File: src/rtl/rtc_wguard_pkg.sv
package rtc_wguard_pkg;
  typedef enum logic [1:0] {
    KS_LOCKED  = 2'd0,
    KS_ARMED   = 2'd1,
    KS_OPEN    = 2'd2,
    KS_CLOSING = 2'd3
  } kick_st_e;

  localparam logic [31:0] MAGIC_FIRST  = 32'h83E7_0B13;
  localparam logic [31:0] MAGIC_SECOND = 32'h95A4_F1E0;
  localparam int unsigned OFS_STATUS = 32'h44;
  localparam int unsigned OFS_KICK_A = 32'h6C;
  localparam int unsigned OFS_KICK_B = 32'h70;
  localparam int unsigned STAT_BUSY_BIT = 0;
  localparam int unsigned STAT_OPEN_BIT = 1;
  localparam int unsigned STAT_WIN_BIT  = 2;
endpackage

File: src/rtl/wg_kick_fsm.sv
module wg_kick_fsm
  import rtc_wguard_pkg::*;
#(
  parameter int DATA_W = 32
) (
  input  logic              clk,
  input  logic              rst_n,
  input  logic              kick_a_wr,
  input  logic              kick_b_wr,
  input  logic [DATA_W-1:0] wdata,
  output logic              unlocked
);
  localparam logic [DATA_W-1:0] M_A = DATA_W'(MAGIC_FIRST);
  localparam logic [DATA_W-1:0] M_B = DATA_W'(MAGIC_SECOND);

  kick_st_e st_q, st_d;

  always_comb begin
    st_d = st_q;
    unique case (st_q)
      KS_LOCKED: begin
        if (kick_a_wr && wdata == M_A) st_d = KS_ARMED;
      end
      KS_ARMED: begin
        if (kick_a_wr && wdata != M_A) st_d = KS_LOCKED;
        else if (kick_b_wr) st_d = (wdata == M_B) ? KS_OPEN : KS_LOCKED;
      end
      KS_OPEN: begin
        if (kick_a_wr && wdata == '0) st_d = KS_CLOSING;
      end
      KS_CLOSING: begin
        if (kick_a_wr && wdata != '0) st_d = KS_OPEN;
        else if (kick_b_wr) st_d = (wdata == '0) ? KS_LOCKED : KS_OPEN;
      end
      default: st_d = KS_LOCKED;
    endcase
  end

  always_ff @(posedge clk or negedge rst_n) begin
    if (!rst_n) st_q <= KS_LOCKED;
    else        st_q <= st_d;
  end

  assign unlocked = (st_q == KS_OPEN) || (st_q == KS_CLOSING);

  // no single write opens the guard from the closed state
  assert_no_direct_open_R3: assert property (@(posedge clk) disable iff (!rst_n)
    (st_q == KS_LOCKED) |=> (st_q != KS_OPEN));

  // the open state is entered only through the second magic word
  assert_open_entry_R2: assert property (@(posedge clk) disable iff (!rst_n)
    (st_q == KS_OPEN && $past(st_q) != KS_OPEN && $past(st_q) != KS_CLOSING)
      |-> ($past(st_q) == KS_ARMED && $past(kick_b_wr) && $past(wdata) == M_B));

  // zero pair completes the close
  assert_close_done_R4: assert property (@(posedge clk) disable iff (!rst_n)
    (st_q == KS_LOCKED && $past(st_q) == KS_CLOSING) |-> ($past(wdata) == '0));
endmodule

File: src/rtl/wg_slow_timer.sv
module wg_slow_timer #(
  parameter int BUSY_CYC = 8,
  parameter int WIN_CYC  = 4
) (
  input  logic clk,
  input  logic rst_n,
  input  logic tick,
  output logic busy,
  output logic win
);
  localparam int BW = $clog2(BUSY_CYC + 1);
  localparam int WW = $clog2(WIN_CYC + 1) < 1 ? 1 : $clog2(WIN_CYC + 1);
  localparam logic [BW-1:0] BUSY_LOAD = BW'(BUSY_CYC);
  localparam logic [WW-1:0] WIN_LOAD  = WW'(WIN_CYC);

  logic [BW-1:0] busy_q, busy_d;
  logic [WW-1:0] win_q, win_d;
  logic          cnt_en;

  always_comb begin
    busy_d = busy_q;
    win_d  = win_q;
    if (tick && busy_q == '0) begin
      busy_d = BUSY_LOAD;
      win_d  = '0;
    end else if (busy_q != '0) begin
      busy_d = busy_q - 1'b1;
      win_d  = (busy_q == BW'(1)) ? WIN_LOAD : '0;
    end else if (win_q != '0) begin
      win_d = win_q - 1'b1;
    end
  end

  assign cnt_en = tick || (busy_q != '0) || (win_q != '0);

  always_ff @(posedge clk or negedge rst_n) begin
    if (!rst_n) begin
      busy_q <= '0;
      win_q  <= '0;
    end else if (cnt_en) begin
      busy_q <= busy_d;
      win_q  <= win_d;
    end
  end

  assign busy = (busy_q != '0);
  assign win  = (win_q != '0);

  // an idle tick raises BUSY on the following cycle
  assert_tick_busy_R7: assert property (@(posedge clk) disable iff (!rst_n)
    (tick && !busy) |=> busy);

  // window and BUSY exclusive
  assert_win_excl_R8: assert property (@(posedge clk) disable iff (!rst_n)
    !(busy && win));

  generate
    if (WIN_CYC > 0) begin : g_win_chk
      // falling BUSY opens the window
      assert_win_follows_R8: assert property (@(posedge clk) disable iff (!rst_n)
        $fell(busy) |-> win);
    end
  endgenerate
endmodule

File: src/rtl/wg_regfile.sv
module wg_regfile #(
  parameter int NUM_REGS = 4,
  parameter int DATA_W   = 32,
  parameter int ADDR_W   = 8
) (
  input  logic                            clk,
  input  logic                            rst_n,
  input  logic                            wr,
  input  logic                            wr_allow,
  input  logic [ADDR_W-1:0]               addr,
  input  logic [DATA_W-1:0]               wdata,
  output logic [NUM_REGS-1:0][DATA_W-1:0] mem_q
);
  generate
    for (genvar i = 0; i < NUM_REGS; i++) begin : g_reg
      logic hit;
      assign hit = wr && wr_allow && (addr == ADDR_W'(i * 4));
      always_ff @(posedge clk or negedge rst_n) begin
        if (!rst_n)   mem_q[i] <= '0;
        else if (hit) mem_q[i] <= wdata;
      end
    end
  endgenerate

  // without permission the register bank holds its value
  assert_locked_hold_R5: assert property (@(posedge clk) disable iff (!rst_n)
    !wr_allow |=> $stable(mem_q));
endmodule

File: src/rtl/rtc_wguard.sv
module rtc_wguard
  import rtc_wguard_pkg::*;
#(
  parameter int NUM_REGS = 4,
  parameter int BUSY_CYC = 8,
  parameter int WIN_CYC  = 4
) (
  input  logic        clk,
  input  logic        rst_n,
  input  logic [7:0]  bus_addr,
  input  logic [31:0] bus_wdata,
  input  logic        bus_wr,
  input  logic        bus_rd,
  output logic [31:0] bus_rdata,
  input  logic        slow_tick
);
  localparam int ADDR_W = 8;
  localparam int DATA_W = 32;
  localparam logic [ADDR_W-1:0] A_STAT = ADDR_W'(OFS_STATUS);
  localparam logic [ADDR_W-1:0] A_KA   = ADDR_W'(OFS_KICK_A);
  localparam logic [ADDR_W-1:0] A_KB   = ADDR_W'(OFS_KICK_B);

  logic [1:0] rst_sync_q;
  logic       rst_i_n;

  always_ff @(posedge clk or negedge rst_n) begin
    if (!rst_n) rst_sync_q <= 2'b00;
    else        rst_sync_q <= {rst_sync_q[0], 1'b1};
  end
  assign rst_i_n = rst_sync_q[1];

  logic kick_a_wr, kick_b_wr, unlocked, busy, win;
  logic [NUM_REGS-1:0][DATA_W-1:0] regs;

  assign kick_a_wr = bus_wr && (bus_addr == A_KA);
  assign kick_b_wr = bus_wr && (bus_addr == A_KB);

  wg_kick_fsm #(.DATA_W(DATA_W)) u_fsm (
    .clk(clk), .rst_n(rst_i_n), .kick_a_wr(kick_a_wr), .kick_b_wr(kick_b_wr),
    .wdata(bus_wdata), .unlocked(unlocked)
  );

  wg_slow_timer #(.BUSY_CYC(BUSY_CYC), .WIN_CYC(WIN_CYC)) u_tmr (
    .clk(clk), .rst_n(rst_i_n), .tick(slow_tick), .busy(busy), .win(win)
  );

  wg_regfile #(.NUM_REGS(NUM_REGS), .DATA_W(DATA_W), .ADDR_W(ADDR_W)) u_rf (
    .clk(clk), .rst_n(rst_i_n), .wr(bus_wr), .wr_allow(unlocked && !busy),
    .addr(bus_addr), .wdata(bus_wdata), .mem_q(regs)
  );

  logic [DATA_W-1:0] rd_val, rdata_q;

  always_comb begin
    rd_val = '0;
    if (bus_addr == A_STAT) begin
      rd_val[STAT_BUSY_BIT] = busy;
      rd_val[STAT_OPEN_BIT] = unlocked;
      rd_val[STAT_WIN_BIT]  = win;
    end else begin
      for (int i = 0; i < NUM_REGS; i++)
        if (bus_addr == ADDR_W'(i * 4)) rd_val = regs[i];
    end
  end

  always_ff @(posedge clk or negedge rst_i_n) begin
    if (!rst_i_n) rdata_q <= '0;
    else          rdata_q <= bus_rd ? rd_val : '0;
  end
  assign bus_rdata = rdata_q;

  // idle bus returns zero data
  assert_idle_zero_R9: assert property (@(posedge clk) disable iff (!rst_i_n)
    !bus_rd |=> (bus_rdata == '0));
endmodule

File: config.mk
export PLATFORM = sky130hd
export DESIGN_NAME = rtc_wguard
export DESIGN_NICKNAME = d
export VERILOG_FILES = /design/src/rtl/rtc_wguard_pkg.sv /design/src/rtl/wg_kick_fsm.sv /design/src/rtl/wg_slow_timer.sv /design/src/rtl/wg_regfile.sv /design/src/rtl/rtc_wguard.sv
export SDC_FILE = /design/constraint.sdc
export NUM_CORES = 1
export LEC_CHECK = 0
export BUFFER_PORTS_ARGS = -buffer_cell sky130_fd_sc_hd__buf_2
export CAP_MARGIN = 40
export CORE_AREA = 4 4 135 137
export CTS_CLUSTER_SIZE = 16
export DETAILED_ROUTE_END_ITERATION = 10
export DIE_AREA = 0 0 139 141
export PLACE_DENSITY_LB_ADDON = 0.05
export SKIP_LAST_GASP = 1
export SYNTH_ARGS = -nofsm -noshare
export SYNTH_HDL_FRONTEND = slang
export SYNTH_SLANG_ARGS = --single-unit
File: constraint.sdc
create_clock -name clk -period 12.9 [get_ports clk]
set_input_delay 1.935 -clock clk [delete_from_list [all_inputs] [get_ports clk]]
set_output_delay 1.935 -clock clk [all_outputs]
set_load 0.03 [all_outputs]
# Word-level counts from Yosys, hierarchy flattened

Index checks and enable logic that the tools add are counted.
Widths: inputs -> output; s select.

$add $sub $neg: 2
Equality and inequality tests: 17
Mux-type cells: 22
Reduce and logical (&&, ||, !) cells: 29

Operators by type and width:

| operator             | count |
|---|---|
| $mux 32              | 5 |
| $eq 32x32->1 const B | 2 |
| $logic_not 32->1     | 1 |
| $ne 32x32->1 const B | 1 |
| $reduce_bool 32->1   | 1 |
| $mux 29              | 1 |
| $eq 8x7->1 const B   | 3 |
| $eq 8x4->1 const B   | 2 |
| $mux 2               | 8 |
| $mux 3               | 5 |
| $logic_and 1x1->1    | 13 |
| $eq 8x3->1 const B   | 1 |
| $logic_not 8->1      | 1 |
| $mux 4               | 2 |
| $pmux 2 s4           | 1 |
| $ne 3x2->1 const B   | 2 |
| $reduce_bool 3->1    | 2 |
| $eq 2x2->1 const B   | 2 |
| $eq 4x1->1 const B   | 1 |
| $logic_not 4->1      | 1 |
| $ne 2x1->1 const B   | 2 |
| $reduce_and 2->1     | 2 |
| $reduce_and 4->1     | 1 |
| $reduce_bool 4->1    | 1 |
| other kinds (7)      | 9 |

Bits in registers: 171
Bits of input ports: 45
Output and inout bits: 32
Logic and storage cells: 79

# Logic depth before layout (Yosys ltp)

Gate-level depths: netlist of run 1.

Depth in word-level cells: 7
Gate-level depth with buffers: 8
Gate-level depth less buffers: 6

# Cells and area by module

From an unflattened synthesis of run 1, not the netlist that was laid out.

Cell total of the unflattened synthesis: 573
Area, all modules: 7801.2 um^2

By module, submodules not included:

| module        | instances | cells each | area an instance (um^2) | sequential area each (um^2) |
|---|---|---|---|---|
| wg_regfile    | 1         | 275        | 5042.3                  | 3203.1 |
| rtc_wguard    | 1         | 218        | 2060.7                  | 850.8 |
| wg_slow_timer | 1         | 41         | 401.6                   | 175.2 |
| wg_kick_fsm   | 1         | 39         | 296.5                   | 50.0 |

# Worst setup path after synthesis of run 1

No wires, ideal clock.

Kind: input to register
Start: input bus_addr[1]
End: register u_rf.mem_q[32] (netlist bit)
Setup time: 0.125 ns
Arrival: 3.180 ns
Data required time: 12.775 ns
Path slack: 9.595 ns
Stages on the path: 5
Path buffers: 1
Path through: or3_1 -> nor3_2 -> nand4b_4 -> buf_6 -> mux2_4

Longest elaborated chain between the ends: 2

RTL lines:

| item                          | RTL line         | RTL |
|---|---|---|
| start, declared               | rtc_wguard.sv:10 | `input logic [7:0] bus_addr,` |
| $eq 8x3->1                    | wg_regfile.sv:17 | `assign hit = wr && wr_allow && (addr == ADDR_W'(i * 4));` |
| $logic_and 1x1->1             | wg_regfile.sv:17 |  |
| end signal, assigned by index | wg_regfile.sv:20 | `else if (hit) mem_q[i] <= wdata;` |
| end, declared                 | wg_regfile.sv:12 | `output logic [NUM_REGS-1:0][DATA_W-1:0] mem_q` |

No other way between the ends.
A chain may end at the register's enable or synchronous reset.

# Worst setup path after layout of run 1

Start: input bus_addr[1]
End: register u_rf.mem_q[85] (netlist bit)

Longest elaborated chain between the ends: 2

RTL lines:

| item              | RTL line |
|---|---|
| $eq 8x4->1        | wg_regfile.sv:17 |
| $logic_and 1x1->1 | wg_regfile.sv:17 |

No other way between the ends.

==> flow_summary.ini, run 1 <==
[power]
combPwrFrac_pct = 7.8
clkPwrFrac_pct = 43.9
irDropWorstVdd_mv = 0.0966
power_leakage_nw = 4.80
switchingPower_mw = 0.276
p_seq_share_pct = 48.4
p_int_mw = 0.891
swShare_pct = 23.7
powerDensity_mw_per_mm2 = 129

[global_routing]
grt_max_degree = 62
grt_pass1_wl_mm = 28.8
use_met2_pct = 30.4
met1_usage_pct = 26.4
use_met3_pct = 4.51
antenna_found_initial = 2
top_usage_layer = met2
grt_pass1_vias = 4997
grt-ovfl-total = 0
grt.total_usage_pct = 18.9

[die]
start_util_pct = 46.0
dieArea_mm2 = 0.0196
core_area_mm2 = 0.0171
die_h_um = 141
die_w_um = 139
io_pins = 77
rows = 48

[timing]
fin_ws_ns = 9.08
finalHoldViolCount = 0
clock.fmax_mhz = 262
clock_skew_ns = 0.00983
fin_tns_setup_ns = 0
worst_hold_slack_ns = 0.252
rsz0062_at_grt = false
finalSetupViolations = 0
tightest_slew_ns = 0.824
final_max_slew_viol_count = 0
finalCritPeriodShare_pct = 29.6
relSlewSlack_pct = 45.0
min_period_ns = 3.82

[yosys]
yosysUniqueCellTypes = 48
synth_top_area_share_pct = 54.5
postSynthCellCount = 496
syn-num-nets = 545
synth_common_cells = dfrtp_1 (171), mux2_4 (90), mux2_2 (39)
yosys_warnings = 0
synth_edf_count = 0
synthArstFlopShare_pct = 100
ys_seq_area_share_pct = 54.5
yosys.area.top_type = dfrtp_1
synth_seq_cells = 171
synthesis.area_mm2 = 0.00785
yosysMostFrequentCell = dfrtp_1
avgSynthCellArea_um2 = 15.8
synth.area.top_cells = dfrtp_1 (54%), mux2_4 (17%), mux4_2 (8.3%)
synthFlopType = dfrtp_1

[layout]
multiInputGateArea_mm2 = 0.00335
area_delta_synth_final_pct = 15.0
final_util_pct = 53.0
post_route_cells_drive_above_1_share_pct = 48.2
final-seq-area_mm2 = 0.00428
antenna_cells = 0
nets = 619
n_fill_cell = 1442

[worst_setup_path]
cp.arrival_ns = 4.13
critPathMaxFanout = 32
endpoint_kind = flip-flop
crit_required_ns = 13.21
cp-start-kind = input pin
worstSetupPathType = input pin to flip-flop

[routing]
drt_iter0_markers = 255
drtAntennaViolNets = 0
viasPerCell = 5.53
firstDrtPassIters = 4
detail_route.drc_violations = 0
routed_wl_mm = 17.5
wl_per_cell_um = 21.6
vias = 4470

[place]
io_buffers = 76
dp_hpwl_mm = 10.9
dp_slack_ns = 8.63
routabilityCongestion = 0.777

[status]
outcome = finished clean

[clock_tree]
cts_hold_buffers = 0
cts_root_buf = clkbuf_16
clock_path_buffers = 2
cts_tree = done
cts.sinks = 171
insertion_delay_ns = 0.43
cts_htree_levels = 4
postCtsSetupBuffers = 0
post_cts_resized = 0
numCtsBuffers = 17
clk_transition_reported_paths_ns = 0.07

[hold_path]
hp-class = flip-flop to async pin

[job]
cap_viol_max_count = 0
[per-stage QoR]
stage / instances / cell area [um^2] / power [mW]
5_1_grt: 808 / 9030 / 1.22
6_report: 808 / 9030 / 1.17
4_1_cts: 808 / 9030 / 1.18
2_1_floorplan: 496 / 7850 / 0.632
3_3_place_gp: 772 / 8360 / 0.663
3_5_place_dp: 776 / 8440 / 0.667
[registers in the layout, indices dropped and copies added (netlist names)]
name          flops
bus_rdata        32
rst_sync_q        2
u_fsm.st_q        2
u_rf.mem_q      128
u_tmr.busy_q      4
u_tmr.win_q       3
[worst max-delay path, cell delays in order]
cell	delay (ns)
buf_2	0.10
nor3_1	0.26
and3_1	0.20
buf_4	0.39
nand4b_4	0.53
buf_12	0.37
mux2_4	0.31
[cell families after synthesis]
group	after synthesis	synth area share, %
flops	171	54.5
mux	163	31.8
simple gates	98	8.46
buf+inv	37	2.88
compound gates	21	1.61
fa+ha+maj	4	0.637
other cells	1	0.0478
xor+xnor	1	0.112
[cell usage in the layout (no fill, tap or decap), drive strengths merged, types with 6 or more instances in the layout]
cell | netlist | layout
dfrtp | 171 | 171
mux2 | 129 | 129
buf | 21 | 85
and3 | 31 | 31
mux4 | 29 | 29
clkbuf | 9 | 23
nor2 | 11 | 11
o21ai | 10 | 10
nor3 | 9 | 9
inv | 7 | 8
nand4 | 7 | 7
nor4 | 6 | 6
[per-layer routing]
metal | wire length [um] | part of all wire [%]
met1 | 8350 | 48
met2 | 8390 | 48
met3 | 570 | 3.3
met4 | 153 | 0.88
met5 | 13 | 0.074
[layout make-up]
type                            count  share of cell area (%)
Clock buffer                       23                    5.29
Multi-Input combinational cell    288                    37.0
Inverter                            7                   0.291
Sequential cell                   171                    47.4
Timing Repair Buffer               85                    5.60
Clock inverter                      9                    1.25
Tap cell                          225                    3.12
[power groups by stage]
stage	clock network, mW	registers, mW	logic [mW]
after floorplan	0	0.577	0.0547
after global placement	0	0.574	0.0893
after detailed placement	0	0.574	0.0930
after CTS	0.523	0.565	0.0933
after global routing	0.550	0.567	0.103
final	0.512	0.565	0.0909
[path summary, 6_finish.rpt]
path | startpoint | to | slack, ns | depth (start not counted)
min in group clk | rst_sync_q[0]$_DFF_PN0_ | rst_sync_q[1]$_DFF_PN0_ | 0.36 | 0
min reg2reg | rst_sync_q[1]$_DFF_PN0_ | u_rf.mem_q[106]$_DFFE_PN0P_ | 0.25 | 0
min | rst_sync_q[1]$_DFF_PN0_ | u_rf.mem_q[106]$_DFFE_PN0P_ | 0.25 | 0
max | bus_addr[1] | u_rf.mem_q[85]$_DFFE_PN0P_ | 9.08 | 7
max reg2reg | u_tmr.busy_q[0]$_DFFE_PN0P_ | u_rf.mem_q[85]$_DFFE_PN0P_ | 10.09 | 7
max in group asynchronous | rst_n | rst_sync_q[1]$_DFF_PN0_ | 11.52 | 1
(Power assumes the default switching activity.)
==> inputs of run 2 (changes only) <==
Clock period 12.9 ns to 3.4 ns, I/O delays scaled along.
==> flow_summary.ini, run 2 (synthesis results as in run 1) <==
[status]
outcome = finished clean

[timing]
min_period_ns = 2.65
clock.fmax_mhz = 377
fin_ws_ns = 0.749
finalSetupViolations = 0
rsz0062_at_grt = false
finalCritPeriodShare_pct = 78.0
final_max_slew_viol_count = 0
tightest_slew_ns = 0.781
clock_skew_ns = 0.0102
relSlewSlack_pct = 48.0
finalHoldViolCount = 0
fin_tns_setup_ns = 0
worst_hold_slack_ns = 0.322

[routing]
wl_per_cell_um = 21.9
drtAntennaViolNets = 0
vias = 4485
routed_wl_mm = 17.8
viasPerCell = 5.53
firstDrtPassIters = 4
drt_iter0_markers = 188
detail_route.drc_violations = 0

[clock_tree]
clock_path_buffers = 2
cts_tree = done
cts_root_buf = clkbuf_16
insertion_delay_ns = 0.42
clk_transition_reported_paths_ns = 0.07
cts.sinks = 171
cts_htree_levels = 4
post_cts_resized = 0
numCtsBuffers = 17
postCtsSetupBuffers = 0

[worst_setup_path]
cp-start-kind = flip-flop
crit_required_ns = 3.70
endpoint_kind = flip-flop
critPathMaxFanout = 32
cp.arrival_ns = 2.95
worstSetupPathType = flip-flop to flip-flop

[power]
switchingPower_mw = 1.06
finalPower_mw = 4.37
p_int_mw = 3.31
combPwrFrac_pct = 8.0
powerDensity_mw_per_mm2 = 485
power_leakage_nw = 4.80
swShare_pct = 24.3
clkPwrFrac_pct = 42.9
p_seq_share_pct = 49.1
irDropWorstVdd_mv = 0.325

[layout]
area_delta_synth_final_pct = 14.8
antenna_cells = 0
fin_cells = 811
largest_reg_flops = 128
final_common_cell = dfrtp_1
final_util_pct = 52.9
stdcell_area_mm2 = 0.00901
nets = 622
post_route_cells_drive_above_1_share_pct = 48.3
top_register = u_rf.mem_q
n_fill_cell = 1461
layout_common_cells = dfrtp_1 (170), mux2_4 (90), buf_2 (76), mux2_2 (39), and3_1 (31)

[die]
core_area_mm2 = 0.0171
die_h_um = 141
start_util_pct = 46.0
io_pins = 77
dieArea_mm2 = 0.0196
rows = 48
die_w_um = 139

[place]
dp_hpwl_mm = 11.2
placedCellCount = 778
io_buffers = 76
dpl-instance-area_mm2 = 0.00844
routabilityCongestion = 0.783
dp_slack_ns = 0.728

[global_routing]
grt-ovfl-total = 0
grt_pass1_vias = 5072
grt_max_degree = 66
grt_pass1_wl_mm = 29.1
antenna_found_initial = 1
grt.total_usage_pct = 19.2

[job]
cap_viol_max_count = 0

[hold_path]
hp-class = flip-flop to async pin
## run 2: worst paths after layout
path / slack, ns / start / to / depth (start not counted)
min reg2reg: 0.32 / rst_sync_q[1]$_DFF_PN0_ / u_rf.mem_q[35]$_DFFE_PN0P_ / 0
max in group asynchronous: 2.23 / rst_sync_q[1]$_DFF_PN0_ / bus_rdata[30]$_DFF_PN0_ / 1
max: 0.75 / u_tmr.busy_q[0]$_DFFE_PN0P_ / u_rf.mem_q[16]$_DFFE_PN0P_ / 6
min in group clk: 0.33 / slow_tick / u_tmr.win_q[0]$_DFFE_PN0P_ / 2
max reg2reg: 0.75 / u_tmr.busy_q[0]$_DFFE_PN0P_ / u_rf.mem_q[16]$_DFFE_PN0P_ / 6
min: 0.32 / rst_sync_q[1]$_DFF_PN0_ / u_rf.mem_q[35]$_DFFE_PN0P_ / 0
## run 2: cell type report
class / count / area (um^2) / area share, %
Clock buffer: 23 / 478 / 5.30
Clock inverter: 9 / 88.8 / 0.985
Inverter: 7 / 26.3 / 0.291
Multi-Input combinational cell: 288 / 3350 / 37.1
Sequential cell: 171 / 4280 / 47.5
Tap cell: 225 / 282 / 3.12
Timing Repair Buffer: 88 / 510 / 5.66
## run 2: critical path, cell delays in order (launching register included)
cell     delay, ns
dfrtp_1       0.44
inv_1         0.08
ha_1          0.25
nor3b_2       0.26
and3_1        0.45
nand3_4       0.56
mux2_2        0.49
## run 2: repair_timing
item | in CTS | in global routing
hold buffers | 1 | 0
setup endpoints to repair | 0 | 0
hold endpoints to repair | 2 | 0
## run 2: layer usage
| layer | GRT usage [%] | share of wire (%) | routed length, um |
|---|---|---|---|
| met1 | 26.7 | 46 | 8250 |
| met3 | 4.21 | 4.5 | 809 |
| met2 | 30.9 | 48 | 8570 |
| met4 | 4.89 | 0.87 | 154 |
| met5 | 0 | 0.073 | 13 |
## run 2: power groups by stage
stage / sequential (mW) / clock, mW / combinational (mW)
global placement: 2.18 / 0 / 0.343
floorplan: 2.19 / 0 / 0.207
CTS: 2.14 / 1.91 / 0.358
finish: 2.14 / 1.87 / 0.349
detailed placement: 2.18 / 0 / 0.355
global route: 2.15 / 2.01 / 0.392
==> inputs of run 3 (changes only) <==
Settings changed: ABC_AREA set to 1.
Clock period 3.4 ns to 2.55 ns, I/O delays scaled along.
==> flow_summary.ini, run 3 <==
[status]
outcome = finished clean

[global_routing]
antenna_found_initial = 0
grt_pass1_wl_mm = 32.2
grt.total_usage_pct = 20.8
use_met2_pct = 32.4
grt_max_degree = 59
met1_usage_pct = 30.1
grt-ovfl-total = 0
grt_pass1_vias = 5964
use_met3_pct = 4.07
top_usage_layer = met2

[timing]
tightest_slew_ns = 0.585
worst_hold_slack_ns = 0.162
rsz0062_at_grt = false
finalHoldViolCount = 0
min_period_ns = 2.06
fin_tns_setup_ns = 0
final_max_slew_viol_count = 0
finalCritPeriodShare_pct = 80.8
relSlewSlack_pct = 61.0
clock_skew_ns = 0.0110
clock.fmax_mhz = 485
finalSetupViolations = 0

[yosys]
yosysMostFrequentCell = nand2_1
synthArstFlopShare_pct = 100
yosysUniqueCellTypes = 32
synth.area.top_cells = dfrtp_1 (54%), nand2_1 (13%), o21ai_2 (9.0%)
ys_seq_area_share_pct = 54.4
yosys.area.top_type = dfrtp_1
synth_common_cells = nand2_1 (276), dfrtp_1 (171), o21ai_2 (81)
synth_top_area_share_pct = 54.4
syn-num-nets = 919
postSynthCellCount = 870
avgSynthCellArea_um2 = 9.04
yosys_warnings = 0
synthFlopType = dfrtp_1
synth_edf_count = 0
synth_seq_cells = 171
synthesis.area_mm2 = 0.00787

[clock_tree]
clk_transition_reported_paths_ns = 0.07
cts.sinks = 171
numCtsBuffers = 17
cts_root_buf = clkbuf_16
cts_tree = done
clock_path_buffers = 2
insertion_delay_ns = 0.43
cts_htree_levels = 4

[power]
power_leakage_nw = 4.46
powerDensity_mw_per_mm2 = 663
irDropWorstVdd_mv = 0.458

[worst_setup_path]
r2r_cells = 8
crit_slowest_cell = dfrtp_1
path_cells = inv_1, ha_1, nand2_2, nor3_4, nand2_4, buf_12, nand2_1, o21ai_2
cp.arrival_ns = 2.36
critPathMaxFanout = 48
slowest_delay_ns = 0.42
worstSetupPathType = flip-flop to flip-flop
endpoint_kind = flip-flop
critPathTopFamily = simple AND/OR/NAND/NOR gates
r2r_start = u_tmr.busy_q[0]$_DFFE_PN0P_
crit_required_ns = 2.85
crit_buf_inv = 2
cp-startpoint = u_tmr.busy_q[0]$_DFFE_PN0P_
cp-start-kind = flip-flop
cp.depth = 8

[layout]
top_register = u_rf.mem_q
layout_common_cells = nand2_1 (276), dfrtp_1 (170), o21ai_2 (81), buf_2 (76), inv_1 (57)
nets = 991
final_common_cell = nand2_1
largest_reg_flops = 128
antenna_cells = 0
post_route_cells_drive_above_1_share_pct = 22.7
area_delta_synth_final_pct = 14.8
n_fill_cell = 1619

[routing]
detail_route.drc_violations = 0
wl_per_cell_um = 16.5
drt_iter0_markers = 450
drtAntennaViolNets = 0
firstDrtPassIters = 5
vias = 6136
routed_wl_mm = 19.5
viasPerCell = 5.20

[place]
dp_hpwl_mm = 12.8
io_buffers = 76
routabilityCongestion = 0.796

[hold_path]
holdPathStages = 2
hp-class = input pin to flip-flop
min-delay-start = slow_tick

[die]
die_h_um = 141
start_util_pct = 46.1
io_pins = 77
core_area_mm2 = 0.0171
rows = 48
dieArea_mm2 = 0.0196
die_w_um = 139

[job]
cap_viol_max_count = 0
## run 3: report_power, final
group	total [mW]	internal [mW]	leakage, nW	switching [mW]
clock network	2.71	1.61	0.297	1.10
logic	0.433	0.144	1.80	0.288
registers	2.85	2.79	2.37	0.0589
## run 3: cell families (layout without fill, tap and decap cells)
family	after synthesis	after routing	share of synthesized area (%)
DFF	171	171	54.4
adders and majority gates	4	4	0.636
AOI/OAI and AO/OA	210	210	17.8
buffers and inverters	101	186	7.33
xor gates and xnor gates	2	2	0.223
other	1	1	0.0477
and+or+nand+nor	381	381	19.6
## run 3: final timing paths
path | end | slack (ns)
min | u_tmr.win_q[1]$_DFFE_PN0P_ | 0.16
max in group asynchronous | u_rf.mem_q[96]$_DFFE_PN0P_ | 1.76
min in group asynchronous | u_rf.mem_q[57]$_DFFE_PN0P_ | 0.19
max reg2reg | u_rf.mem_q[66]$_DFFE_PN0P_ | 0.49
min reg2reg | u_rf.mem_q[57]$_DFFE_PN0P_ | 0.19
max | u_rf.mem_q[66]$_DFFE_PN0P_ | 0.49
## run 3: through the flow
step | std cells | setup slack (ns) | total power [mW] | instance area, um^2 | util (%)
finish | 1180 | 0.490 | 5.99 | 9030 | 52.9
detailed placement | 1147 | 0.312 | 3.33 | 8400 | 49.3
global placement | 1147 | 0.320 | 3.32 | 8400 | 49.3
floorplan | 870 | 0.783 | 3.17 | 7870 | -
global route | 1180 | 0.313 | 6.24 | 9030 | 52.9
CTS | 1180 | 0.486 | 6.05 | 9030 | 52.9
## run 3: area by class of cell
cell class,count,area (um^2),share of cell area [%]
clock inverters,12,163,1.80
inverters,62,233,2.58
multi-input cells,598,3010,33.3
flip-flops and latches,171,4280,47.4
well taps,225,282,3.12
clock buffers,20,457,5.06
repair buffers,92,603,6.68
## run 3: per-layer routing
metal	vias up	routed length, um
met3	18	904
li1	2982	-
met5	-	0
met2	155	8970
met1	2981	9340
met4	0	244
## run 3: worst reg2reg max path: stages, from the launching register on
cell and delay, ns:
dfrtp_1 0.42, inv_1 0.08, ha_1 0.21, nand2_2 0.13
nor3_4 0.39, nand2_4 0.24, buf_12 0.26, nand2_1 0.14
o21ai_2 0.06
## run 3: repair_timing
item,CTS,global route
endpoints found under the setup margin,0,0
hold buffers,1,0
setup buffers,0,0
hold endpoints to repair,2,0
resized for setup,0,0
